===== src/rtl/sc_rx_pkg.sv =====
// Package: shared constants, state type and ratio decode for the receiver.
// Assumes ratios fit in CNT_W bits; largest ratio is 372.
package sc_rx_pkg;
    localparam int RATIO_NORM = 16;
    localparam int RATIO_S0   = 32;
    localparam int RATIO_S1   = 64;
    localparam int RATIO_S2   = 372;
    localparam int RATIO_S3   = 256;
    localparam int RATIO_MAX  = 372;
    localparam int CNT_W      = $clog2(RATIO_MAX + 1);

    typedef enum logic {ST_IDLE = 1'b0, ST_RECV = 1'b1} rx_state_t;

    // Decode mode and select into ticks per bit.
    function automatic logic [CNT_W-1:0] ratio_of(input logic smart, input logic [1:0] sel);
        if (!smart) return CNT_W'(RATIO_NORM);
        case (sel)
            2'b00:   return CNT_W'(RATIO_S0);
            2'b01:   return CNT_W'(RATIO_S1);
            2'b10:   return CNT_W'(RATIO_S2);
            default: return CNT_W'(RATIO_S3);
        endcase
    endfunction
endpackage


===== src/rtl/sc_rx_sync.sv =====
// Module: multi-stage synchronizer for the asynchronous receive line.
// Assumes the line idles at RESET_VAL; output lags input by STAGES clocks.
module sc_rx_sync #(
    parameter int   STAGES    = 2,
    parameter logic RESET_VAL = 1'b1
) (
    input  logic clk,
    input  logic rst_n,
    input  logic d_in,
    output logic d_out
);
    logic [STAGES-1:0] chain;

    // Shift the line through the flop chain.
    always_ff @(posedge clk) begin
        if (!rst_n) chain <= {STAGES{RESET_VAL}};
        else        chain <= {chain[STAGES-2:0], d_in};
    end

    assign d_out = chain[STAGES-1];
endmodule


===== src/rtl/sc_rx_ratio.sv =====
// Module: holds the ticks-per-bit ratio, reloading it only while idle.
// Assumes busy rises on the same edge as the sync point, so the ratio
// seen at that edge governs the whole character.
module sc_rx_ratio
    import sc_rx_pkg::*;
(
    input  logic             clk,
    input  logic             rst_n,
    input  logic             busy,
    input  logic             smart,
    input  logic [1:0]       sel,
    output logic [CNT_W-1:0] n_q,
    output logic [CNT_W-1:0] half_q
);
    // Track the selection while idle, freeze it during reception.
    always_ff @(posedge clk) begin
        if (!rst_n)    n_q <= CNT_W'(RATIO_NORM);
        else if (!busy) n_q <= ratio_of(smart, sel);
    end

    assign half_q = n_q >> 1;

    // ratio must not move while a character is in progress.
    a_r9_ratio_frozen: assert property (@(posedge clk) disable iff (!rst_n)
        (busy && $past(busy)) |-> $stable(n_q));
endmodule


===== src/rtl/sc_rx_phase.sv =====
// Module: bit-phase counter, 0..n-1 per bit, restarted at the sync point.
// Assumes n >= 2; emits mid-bit and bit-wrap strobes on enable ticks.
module sc_rx_phase
    import sc_rx_pkg::*;
(
    input  logic             clk,
    input  logic             rst_n,
    input  logic             tick,
    input  logic             restart,
    input  logic             run,
    input  logic [CNT_W-1:0] n,
    input  logic [CNT_W-1:0] half,
    output logic             mid_hit,
    output logic             bit_wrap
);
    logic [CNT_W-1:0] phase;
    logic [CNT_W-1:0] phase_nxt;

    // Next count with wrap after n-1.
    always_comb begin
        phase_nxt = (phase == n - CNT_W'(1)) ? '0 : phase + CNT_W'(1);
    end

    // Advance the count on each enable tick during reception.
    always_ff @(posedge clk) begin
        if (!rst_n)            phase <= '0;
        else if (tick) begin
            if (restart)       phase <= '0;
            else if (run)      phase <= phase_nxt;
        end
    end

    assign mid_hit  = tick && run && (phase_nxt == half);
    assign bit_wrap = tick && run && (phase_nxt == '0);

    // counter never leaves 0..n-1 while receiving.
    a_r5_phase_in_range: assert property (@(posedge clk) disable iff (!rst_n)
        run |-> (phase < n));
    // midpoint and boundary never coincide.
    a_r5_mid_not_wrap: assert property (@(posedge clk) disable iff (!rst_n)
        !(mid_hit && bit_wrap));
endmodule


===== src/rtl/sc_rx_sampler.sv =====
// Module: smart card character receiver; start detect, mid-bit sampling,
// byte assembly, even-parity check and false-start reporting.
// Assumes bclk_en is a one-clock pulse at the basic clock rate.
module sc_rx_sampler
    import sc_rx_pkg::*;
#(
    parameter int DATA_BITS = 8
) (
    input  logic                 clk,
    input  logic                 rst_n,
    input  logic                 bclk_en,
    input  logic                 rxd_in,
    input  logic                 sc_mode,
    input  logic [1:0]           ratio_sel,
    output logic [DATA_BITS-1:0] rx_data,
    output logic                 rx_valid,
    output logic                 rx_parity_err,
    output logic                 rx_frame_err
);
    localparam int FRAME_BITS = DATA_BITS + 2;
    localparam int BIT_W      = $clog2(FRAME_BITS);
    localparam logic [BIT_W-1:0] LAST_BIT = BIT_W'(FRAME_BITS - 1);

    rx_state_t             state;
    logic                  rxd_s;
    logic                  rx_prev;
    logic                  busy;
    logic                  sync_hit;
    logic                  mid_hit;
    logic                  bit_wrap;
    logic [CNT_W-1:0]      n_q;
    logic [CNT_W-1:0]      half_q;
    logic [BIT_W-1:0]      bit_idx;
    logic [DATA_BITS-1:0]  shreg;

    assign busy     = (state == ST_RECV);
    assign sync_hit = bclk_en && !busy && rx_prev && !rxd_s;

    sc_rx_sync #(.STAGES(2), .RESET_VAL(1'b1)) u_sync (
        .clk(clk), .rst_n(rst_n), .d_in(rxd_in), .d_out(rxd_s)
    );

    sc_rx_ratio u_ratio (
        .clk(clk), .rst_n(rst_n), .busy(busy), .smart(sc_mode),
        .sel(ratio_sel), .n_q(n_q), .half_q(half_q)
    );

    sc_rx_phase u_phase (
        .clk(clk), .rst_n(rst_n), .tick(bclk_en), .restart(sync_hit),
        .run(busy), .n(n_q), .half(half_q),
        .mid_hit(mid_hit), .bit_wrap(bit_wrap)
    );

    // Remember the line value at the previous enable tick for edge detection.
    always_ff @(posedge clk) begin
        if (!rst_n)       rx_prev <= 1'b1;
        else if (bclk_en) rx_prev <= rxd_s;
    end

    // Receive state machine, bit index and data shift register.
    always_ff @(posedge clk) begin
        if (!rst_n) begin
            state   <= ST_IDLE;
            bit_idx <= '0;
            shreg   <= '0;
        end else if (sync_hit) begin
            state   <= ST_RECV;
            bit_idx <= '0;
        end else if (busy) begin
            if (bit_wrap) bit_idx <= bit_idx + BIT_W'(1);
            if (mid_hit) begin
                if (bit_idx == '0) begin
                    if (rxd_s) state <= ST_IDLE;
                end else if (bit_idx == LAST_BIT) begin
                    state <= ST_IDLE;
                end else begin
                    shreg <= {rxd_s, shreg[DATA_BITS-1:1]};
                end
            end
        end
    end

    // Output strobes and byte capture.
    always_ff @(posedge clk) begin
        if (!rst_n) begin
            rx_data       <= '0;
            rx_valid      <= 1'b0;
            rx_parity_err <= 1'b0;
            rx_frame_err  <= 1'b0;
        end else begin
            rx_valid      <= 1'b0;
            rx_parity_err <= 1'b0;
            rx_frame_err  <= 1'b0;
            if (busy && mid_hit) begin
                if (bit_idx == '0 && rxd_s) begin
                    rx_frame_err <= 1'b1;
                end else if (bit_idx == LAST_BIT) begin
                    rx_data       <= shreg;
                    rx_valid      <= 1'b1;
                    rx_parity_err <= ^{shreg, rxd_s};
                end
            end
        end
    end

    // a reception begins only after a high-to-low change of the line.
    a_r2_start_on_fall: assert property (@(posedge clk) disable iff (!rst_n)
        $rose(busy) |-> (!$past(rxd_s) && $past(rx_prev)));
    // the byte strobe lasts one cycle.
    a_r6_valid_single: assert property (@(posedge clk) disable iff (!rst_n)
        rx_valid |=> !rx_valid);
    // parity flag only accompanies a byte strobe.
    a_r7_perr_qualified: assert property (@(posedge clk) disable iff (!rst_n)
        rx_parity_err |-> rx_valid);
    // a false start never delivers a byte at the same time.
    a_r8_ferr_exclusive: assert property (@(posedge clk) disable iff (!rst_n)
        !(rx_frame_err && rx_valid));
    // after a false start the receiver is idle.
    a_r8_idle_after_ferr: assert property (@(posedge clk) disable iff (!rst_n)
        rx_frame_err |-> !busy);
endmodule


===== config.mk =====
export PLATFORM = sky130hd
export DESIGN_NAME = sc_rx_sampler
export DESIGN_NICKNAME = d
export VERILOG_FILES = /design/src/rtl/sc_rx_pkg.sv /design/src/rtl/sc_rx_sync.sv /design/src/rtl/sc_rx_ratio.sv /design/src/rtl/sc_rx_phase.sv /design/src/rtl/sc_rx_sampler.sv
export SDC_FILE = /design/constraint.sdc
export NUM_CORES = 1
export LEC_CHECK = 0
export ABC_AREA = 0
export BUFFER_PORTS_ARGS = -buffer_cell sky130_fd_sc_hd__buf_2
export CAP_MARGIN = 20
export CORE_UTILIZATION = 60
export DETAILED_ROUTE_END_ITERATION = 6
export GPL_ROUTABILITY_DRIVEN = 0
export HOLD_SLACK_MARGIN = 0.08
export PLACE_DENSITY = 0.79
export SYNTH_ARGS = -nofsm -noshare
export SYNTH_HDL_FRONTEND = slang
export SYNTH_HIERARCHICAL = 1
export SYNTH_SLANG_ARGS = --single-unit

===== constraint.sdc =====
create_clock -name clk -period 5.17 [get_ports clk]
set_input_delay 0.7755 -clock clk [delete_from_list [all_inputs] [get_ports clk]]
set_output_delay 0.7755 -clock clk [all_outputs]
set_load 0.1 [all_outputs]

==> impl_results.md, run 1 <==
- CP endpoint kind: register
- HPWL Detailed: 3.812 mm
- Total grt overflow: 0
- Worst path required time: 5350 ps
- CTS hold repair buffers: 0
- Final Setup Violations: 0
- R2R setup slack: 1440 ps
- H-tree levels: 2
- Share of layout cells above drive strength 1: 14.74%
- # fillers: 356
- Largest net degree at the start of global routing: 19
- TritonCTS clock tree: built
- Die Ht: 68.82 um
- Kind of start point of the critical path: register
- Port-buffer cells: 17
- Final WL: 5.175 mm
- WP data arrival: 3910 ps
- Clock Path Buffers: 2
- Total Nets Final: 327
- Slew headroom: 54.97%
- Worst reg2reg path depth: 10
- Drc violations: 0
- IO Pins: 18
- Register bit count reported by yosys: 41
- Syn_area_per_cell: 8.900 sq um
- Vias in the first global route: 1842
- Reg2Reg Capture Point: rx_data[2]
- Final min period: 3732 ps
- Endpoint, Worst Hold: u_sync/chain[1]
- Slowest Stage Delay on Critical Path: 620 ps
- Overall Power: 644.7 uW
- Fmax achieved: 268.0 MHz
- Vias: 2075
- Final Max Tran Viols: 0
- WS Path Type: register to register
- Post-synth ARST share: 0%
- Final ANT Viol Nets: 0
- Peak supply drop: 220.4 uV
- Buf+Inv Stages, Crit Path: 0
- Status: finished clean
- Sequential area share after synthesis: 30.64%
- Clock Latency Late Sink: 290 ps
- RSZ-0062 raised after global routing: no
- Most frequent cells in the layout: 41 x dfxtp_1, 35 x nor2_1, 23 x nand2_1, 22 x xnor2_1, 20 x mux2i_1
- Total number of yosys warnings: 6
- Initial Util: 64.64%
- Initial antenna violation count: 0
- Synthesis-to-layout area growth: 5.325%
- Total CTS buffers: 5
- Worst hold stages: 1
- Drt pass-1 iters: 4
- Die ar.: 4736 sq um
- 1st-iter DRT viols: 122
- Final Cycle Share: 72.18%
- Reg clk slew, reported paths: 90 ps
- Core Region: 4144 sq um
- Crit-path leading delay family: simple AND/OR/NAND/NOR gates
- PostCTS Resize Cnt: 0
- Cell Chain, Critical Path: nor3_1 > a31oi_1 > a2111oi_4 > nand2_2 > or4_4 > a22oi_2 > nand3b_1 > nor2_4 > mux2i_1 > nor2_1
- Die W: 68.82 um
- TNS Setup: 0 ps
- Measured slew at the worst slew-check pin: 670.2 ps
- Top_reg_cell synth: dfxtp_1
- Lkg Pwr: 0.001122 uW
- Num Clock Sinks: 41
- Hold crit path type: register to register
- Max Cap Violations: 0
- Reg area: 820.8 sq um
- Row cnt: 23
- Yosys cell types: 63
- First-pass GRT wire length: 8.542 mm
- Final Hold Viols: 0
- Avg WL per Cell: 14.30 um
- Via-to-Cell Ratio: 5.732
- CP Max Fanout: 9
- Synth Instances: 301
- Total GRT Usage: 24.47%
- Reg-to-Reg Start: u_ratio/n_q[2]
- Skew final: 7.031 ps
- Min-delay src: u_sync/chain[0]
- EDFF count, synth: 0
- Netlist Area Pre-Place: 2679 sq um
- Clk root buf: clkbuf_8
- Multi-input logic area: 1692 sq um
- Antenna Cells: 0
- PD cells: 228.5 nW/um^2
- Setup bufs post-CTS: 0
- CP max stage cell: nor3_1
- Commonest non-fill, non-tap cell in the layout: dfxtp_1
[cell families (layout without fill, tap and decap cells)]
kind of cell | Yosys count | in the layout | synth area share [%]
buffers and inverters | 34 | 38 | 7.192
adders and majority gates | 9 | 9 | 4.204
xor gates and xnor gates | 31 | 31 | 11.44
AOI/OAI and AO/OA | 54 | 54 | 16.30
DFF | 41 | 41 | 30.64
muxes | 20 | 20 | 7.473
other | 1 | 8 | 0.1400
and+or+nand+nor | 111 | 111 | 22.61
[metrics by stage]
step	area, sq um	cells	setup WS (ps)	hold slack, ps	util [%]
floorplan	2705	308	1779	386.3	-
global placement	2709	354	1590	394.4	65.37
detailed placement	2709	354	1459	397.9	65.37
CTS	2821	362	1444	417.9	68.09
global route	2821	362	1153	424.8	68.09
finish	2821	362	1438	417.1	68.09
[routing by layer]
metal | track usage, % | vias up | routed length (um)
met3 | 5.099 | 6 | 259
met4 | 6.888 | 0 | 57
li1 | - | 1054 | -
met5 | 0 | - | 0
met1 | 32.04 | 965 | 2401
met2 | 40.44 | 50 | 2456
[flip-flops by register name, summed over array words and instances, names as in the netlist]
register,count
rx_data,8
rx_valid,1
shreg,8
rx_prev,1
u_ratio/n_q,5
bit_idx,4
busy,1
u_sync/chain,2
rx_parity_err,1
rx_frame_err,1
u_phase/phase,9
[cells in the mapped netlist, types with 7 or more instances]
library cell | count | area, sq um
nor3_1 | 7 | 35.03
ha_1 | 9 | 112.6
o21ai_0 | 10 | 50.05
nor2_1 | 35 | 131.4
inv_1 | 12 | 45.04
mux2i_1 | 20 | 200.2
xnor2_1 | 22 | 192.7
nor2b_1 | 7 | 43.79
nand3_1 | 8 | 40.04
a21oi_1 | 8 | 40.04
nand2_1 | 23 | 86.33
buf_4 | 15 | 112.6
dfxtp_1 | 41 | 820.8
[worst max-delay path by stage]
stage	slack [ps]	to	from	cells past startpoint
6_report	1440	rx_data[2]	u_ratio/n_q[2]	10
4_1_cts	1440	rx_data[2]	u_ratio/n_q[2]	10
5_1_grt	1150	rx_data[3]	u_ratio/n_q[2]	10
3_5_place_dp	1460	rx_data[2]	u_ratio/n_q[2]	10
3_3_place_gp	1590	rx_data[7]	u_ratio/n_q[2]	10
2_1_floorplan	1780	rx_data[4]	u_ratio/n_q[2]	11
[layout make-up]
| cell class | instances | area share, % |
|---|---|---|
| Multi-Input combinational cell | 233 | 59.96 |
| Sequential cell | 41 | 29.09 |
| Timing Repair Buffer | 17 | 3.016 |
| Clock buffer | 5 | 2.439 |
| Tap cell | 50 | 2.217 |
| Inverter | 13 | 1.729 |
| Clock inverter | 3 | 1.552 |
[power breakdown]
part	internal, uW	total, uW	switching, uW
clock network	145	263	118
registers	319	326	7.15
logic	23.8	55.6	31.8
total	487	645	157
[worst reg2reg max path, stage by stage (launching register included)]
cell and delay (ps):
dfxtp_1 430, nor3_1 620, a31oi_1 250, a2111oi_4 530, nand2_2 150, or4_4 540, a22oi_2 270, nand3b_1 200
nor2_4 340, mux2i_1 240, nor2_1 60
Note: power is estimated with default switching activity, not from simulation.
==> run 2: changes to the inputs <==
==> constraint.sdc (replaced) <==
create_clock -name clk -period 3.78 [get_ports clk]
set_input_delay 0.567 -clock clk [delete_from_list [all_inputs] [get_ports clk]]
set_output_delay 0.567 -clock clk [all_outputs]
set_load 0.1 [all_outputs]
==> run 2 against run 1 <==
  * Sequential cell count stayed put
  * Core utilization is 0.66 points higher
  * First-iteration DRC count is 43% higher
  * Wire length is 0.58% higher
  * Register-to-register slack worse by 1300 ps
  * Sequential power is 36% higher
==> impl_results.md, run 2 (synthesis results as in run 1) <==
- Status: finished clean
- Total grt overflow: 0
- Largest registers: u_phase/phase: 9 flops, rx_data: 8 flops, shreg: 8 flops
- Final ANT Viol Nets: 0
- Antenna Cells: 0
- Num Clock Sinks: 41
- H-tree levels: 2
- Die W: 68.82 um
- Fin worst setup slack: 182.0 ps
- TNS Setup: 0 ps
- Launch point of the worst path: u_phase/phase[3]
- Reg area: 820.8 sq um
- Avg WL per Cell: 14.26 um
- Placed Cells: 357
- Sw Share: 24.74%
- WS Path Type: register to register
- 1st-iter DRT viols: 174
- WP data arrival: 3780 ps
- Multi-input logic area: 1697 sq um
- Max FFs per register: 9
- Most frequent cells in the layout: 41 x dfxtp_1, 35 x nor2_1, 23 x nand2_1, 22 x xnor2_1, 20 x mux2i_1
- Post-layout util: 68.75%
- Final min period: 3598 ps
- Port-buffer cells: 17
- Largest net degree at the start of global routing: 19
- Drc violations: 0
- Max Cap Violations: 0
- Final Setup Violations: 0
- Worst hold stages: 1
- CP endpoint kind: register
- Slew headroom: 63.15%
- Core Region: 4144 sq um
- Clock Latency Late Sink: 300 ps
- Net Sw Power: 219.4 uW
- Comb pwr share: 8.9%
- Reg2Reg Capture Point: rx_data[0]
- Endpoint, Worst Hold: u_sync/chain[1]
- Clock share of power: 41.1%
- Final Hold Viols: 0
- Initial antenna violation count: 0
- Final Cycle Share: 95.19%
- Fmax achieved: 277.9 MHz
- Row cnt: 23
- Final WL: 5.205 mm
- PD cells: 311.2 nW/um^2
- # fillers: 350
- Worst path required time: 3960 ps
- Largest Register: u_phase/phase
- Final Max Tran Viols: 0
- CP Max Fanout: 8
- Design Area, Final: 2849 sq um
- Die Ht: 68.82 um
- Seq pwr share: 50.1%
- Peak supply drop: 239.9 uV
- IO Pins: 18
- First-pass GRT wire length: 8.383 mm
- Vias in the first global route: 1862
- Clock Path Buffers: 2
- Total Nets Final: 330
- Total GRT Usage: 24.07%
- TritonCTS clock tree: built
- Skew final: 9.625 ps
- Vias: 2079
- Drt pass-1 iters: 4
- Clk root buf: clkbuf_8
- Total CTS buffers: 5
- HPWL Detailed: 3.899 mm
- Measured slew at the worst slew-check pin: 552.7 ps
- Lkg Pwr: 0.001140 uW
- Commonest non-fill, non-tap cell in the layout: dfxtp_1
- Die ar.: 4736 sq um
- Reg clk slew, reported paths: 90 ps
- Internal power: 667.2 uW
- Reg-to-Reg Start: u_phase/phase[3]
- Worst reg2reg path depth: 11
- Synthesis-to-layout area growth: 6.352%
- Setup WS pre-CTS: 165.4 ps
- Kind of start point of the critical path: register
- Min-delay src: u_sync/chain[0]
- R2R setup slack: 180 ps
- Hold crit path type: register to register
- Layout Cells excl Fill: 365
- Share of layout cells above drive strength 1: 15.87%
- RSZ-0062 raised after global routing: no
- Placed Area: 2731 sq um
- Initial Util: 64.64%
- Via-to-Cell Ratio: 5.696
run 2: cell count changes in the layout (fill, tap and decap cells not counted):
cell | previous run | this run
nor3_2 | 0 | 1
nor3_1 | 7 | 6
buf_4 | 0 | 3
run 2: power groups by stage:
| stage | Combinational [uW] | Sequential, uW | Clock (uW) |
|---|---|---|---|
| 2_1_floorplan | 72.5 | 450 | 0 |
| 3_3_place_gp | 73.6 | 454 | 0 |
| 3_5_place_dp | 75.4 | 454 | 0 |
| 4_1_cts | 75.6 | 444 | 373 |
| 5_1_grt | 85.9 | 445 | 389 |
| 6_report | 78.5 | 444 | 364 |
run 2: worst max path at each step:
| stage | end | cells past startpoint |
|---|---|---|
| floorplan | rx_data[4] | 11 |
| global placement | rx_data[7] | 10 |
| detailed placement | rx_data[0] | 10 |
| CTS | rx_data[0] | 10 |
| global route | rx_data[5] | 11 |
| finish | rx_data[0] | 11 |
run 2: per-layer routing:
layer	share of wire (%)	up-vias	GRT usage [%]
li1	-	1064	-
met1	49	971	32.06
met2	47	42	37.62
met3	3.1	2	5.263
met4	0.52	0	9.694
met5	0	-	0
run 2: what timing repair did:
| action | 4_1_cts | 5_1_grt |
|---|---|---|
| gates resized for setup | 0 | 1 |
| hold buffers | 0 | 0 |
| setup buffers | 0 | 0 |
| endpoints found under the setup margin | 0 | 8 |
run 2: metrics by stage:
stage               hold slack, ps  power, uW
floorplan                    386.3      522.9
CTS                          418.9      892.4
detailed placement           396.9      529.6
global placement             392.4      527.6
global route                 443.6      919.8
finish                       413.8      886.6
run 2: cell type report:
class                      count  share of cell area (%)
timing repair buffer          20                   3.777
clock inverter                 3                   1.537
sequential                    41                   28.81
clock buffer                   5                   2.415
inverter                      13                   1.713
multi-input combinational    233                   59.55
tap                           50                   2.196
run 2: critical path: stages (launching register included):
cell       delay (ps)
dfxtp_1           560
xnor2_2           120
xnor2_1           140
or4_4             540
a2111oi_4         440
nand2_2           150
or4_4             540
a22oi_2           190
nand3b_1          190
nor2_4            310
mux2i_1           240
nor2_1             50
==> run 3: changes to the inputs <==
--- a/config.mk
+++ b/config.mk
@@ -6,13 +6,16 @@
 export NUM_CORES = 1
 export LEC_CHECK = 0
 export ABC_AREA = 0
+export ABC_CLOCK_PERIOD_IN_PS = 3780
 export BUFFER_PORTS_ARGS = -buffer_cell sky130_fd_sc_hd__buf_2
 export CAP_MARGIN = 20
-export CORE_UTILIZATION = 60
+export CELL_PAD_IN_SITES_DETAIL_PLACEMENT = 1
+export CELL_PAD_IN_SITES_GLOBAL_PLACEMENT = 2
+export CORE_UTILIZATION = 38
 export DETAILED_ROUTE_END_ITERATION = 6
 export GPL_ROUTABILITY_DRIVEN = 0
 export HOLD_SLACK_MARGIN = 0.08
-export PLACE_DENSITY = 0.79
+export PLACE_DENSITY = 0.8
 export SYNTH_ARGS = -nofsm -noshare
 export SYNTH_HDL_FRONTEND = slang
 export SYNTH_HIERARCHICAL = 1
==> run 3 against run 2 <==
  * Count of clock-buffer cells in the layout unchanged
  * Global-route usage is 6.4 points lower
  * Hold slack improved by 4.9 ps
  * Clock power is 1% higher
  * Design area up 3.3%
  * Sequential share of layout area is 0.93 points lower
  * Sequential power hardly changed
  * Critical path depth unchanged
  * Sequential cell count stayed put
  * First-iteration DRC count fell by 59%
  * Critical path type unchanged
  * Largest cell class unchanged
==> impl_results.md, run 3 (synthesis results as in run 1) <==
- Status: finished clean
- Total Nets Final: 335
- Final ANT Viol Nets: 0
- Internal power: 669.0 uW
- Fmax achieved: 290.2 MHz
- Comb pwr share: 9.4%
- Clock Latency Late Sink: 300 ps
- Num Clock Sinks: 41
- Placed Cells: 408
- Final Setup Violations: 0
- CP Max Fanout: 8
- Peak supply drop: 161.7 uV
- Hold crit path type: register to register
- Total grt overflow: 0
- Largest net degree at the start of global routing: 19
- IO Pins: 18
- CP endpoint kind: register
- Vias: 2099
- Sw Share: 25.28%
- Via-to-Cell Ratio: 5.046
- Avg WL per Cell: 14.61 um
- Reg area: 820.8 sq um
- Measured slew at the worst slew-check pin: 638.6 ps
- Design Area, Final: 2944 sq um
- Layout Cells excl Fill: 416
- Clk root buf: clkbuf_8
- Max Cap Violations: 0
- Initial antenna violation count: 0
- WS Path Type: register to register
- RSZ-0062 raised after global routing: no
- Final WL: 6.076 mm
- HPWL Detailed: 4.632 mm
- WP data arrival: 3630 ps
- Net Sw Power: 226.3 uW
- Largest registers: u_phase/phase: 9 flops, rx_data: 8 flops, shreg: 8 flops
- Share of layout cells above drive strength 1: 17.19%
- 1st-iter DRT viols: 71
- Skew final: 10.98 ps
- Clock Path Buffers: 2
- TritonCTS clock tree: built
- Clock share of power: 41.1%
- Final Cycle Share: 91.17%
- Vias in the first global route: 2110
- Final min period: 3446 ps
- Reg clk slew, reported paths: 80 ps
- Core Region: 6794 sq um
- Total CTS buffers: 5
- WHS: 418.7 ps
- Kind of start point of the critical path: register
- Drt pass-1 iters: 4
- Antenna Cells: 0
- Die W: 85.96 um
- Setup bufs post-CTS: 0
- Overall Power: 895.3 uW
- First-pass GRT wire length: 10.21 mm
- Final Hold Viols: 0
- Placed Area: 2826 sq um
- Final Max Tran Viols: 0
- Lkg Pwr: 0.001166 uW
- Die ar.: 7389 sq um
- Worst path required time: 3960 ps
- Seq pwr share: 49.4%
- Total GRT Usage: 17.67%
- Most frequent cells in the layout: 41 x dfxtp_1, 35 x nor2_1, 23 x nand2_1, 22 x xnor2_1, 20 x mux2i_1
- Initial Util: 39.43%
- Slew headroom: 57.42%
- H-tree levels: 2
- Largest Register: u_phase/phase
- Die Ht: 85.96 um
- Drc violations: 0
- Commonest non-fill, non-tap cell in the layout: dfxtp_1
- TNS Setup: 0 ps
- Max FFs per register: 9
- Row cnt: 30
- PD cells: 304.1 nW/um^2
- Multi-input logic area: 1697 sq um
- Port-buffer cells: 17
- Synthesis-to-layout area growth: 9.902%
- # fillers: 809
-- run 3: cell types whose count changed in the layout (fill, tap and decap cells not counted), sizes merged --
cell	previous run	this run
buf	20	25
-- run 3: critical path, stage by stage, from the launching register on --
cell       delay, ps
dfxtp_1          500
nor3_4            60
xnor2_1          130
or4_4            550
a2111oi_4        440
nand2_2          150
or4_4            530
a22oi_2          190
nand3b_1         180
nor2_4           310
mux2i_1          230
nor2_1            50
-- run 3: final timing paths --
path	cells past startpoint	slack (ps)	endpoint	start
worst max-delay path	11	330	rx_data[7]	u_ratio/n_q[2]
worst min-delay path	1	420	u_sync/chain[1]	u_sync/chain[0]
worst max register to register	11	330	rx_data[7]	u_ratio/n_q[2]
worst min register to register	1	420	u_sync/chain[1]	u_sync/chain[0]
-- run 3: layout make-up --
class                           instances  area share, %
Clock buffer                            5          2.337
Clock inverter                          3          1.487
Inverter                               13          1.657
Multi-Input combinational cell        233          57.63
Sequential cell                        41          27.88
Tap cell                               96          4.080
Timing Repair Buffer                   25          4.930
-- run 3: routing by layer --
layer	vias up	routed length, um	global-route usage [%]
met5	-	0	0
met4	0	69	5.909
met3	6	124	3.272
met2	18	2781	28.14
met1	1009	3101	24.05
li1	1066	-	-
-- run 3: power by group through the flow --
stage          clock [uW]  sequential [uW]  combinational (uW)
2_1_floorplan           0              450                72.5
3_3_place_gp            0              452                80.7
3_5_place_dp            0              452                81.9
4_1_cts               382              442                82.2
5_1_grt               394              443                94.5
6_report              368              442                84.6
-- run 3: repair_timing --
| item | CTS | global route |
|---|---|---|
| resized for setup | 0 | 1 |
| endpoints found under the hold margin | 0 | 0 |
| endpoints found under the setup margin | 0 | 8 |
| hold buffers | 0 | 0 |
-- run 3: per-stage QoR --
stage	setup WS, ps	utilization [%]
2_1_floorplan	388.8	-
3_3_place_gp	278.0	41.60
3_5_place_dp	165.2	41.60
4_1_cts	153.0	43.26
5_1_grt	84.69	43.33
6_report	333.8	43.33
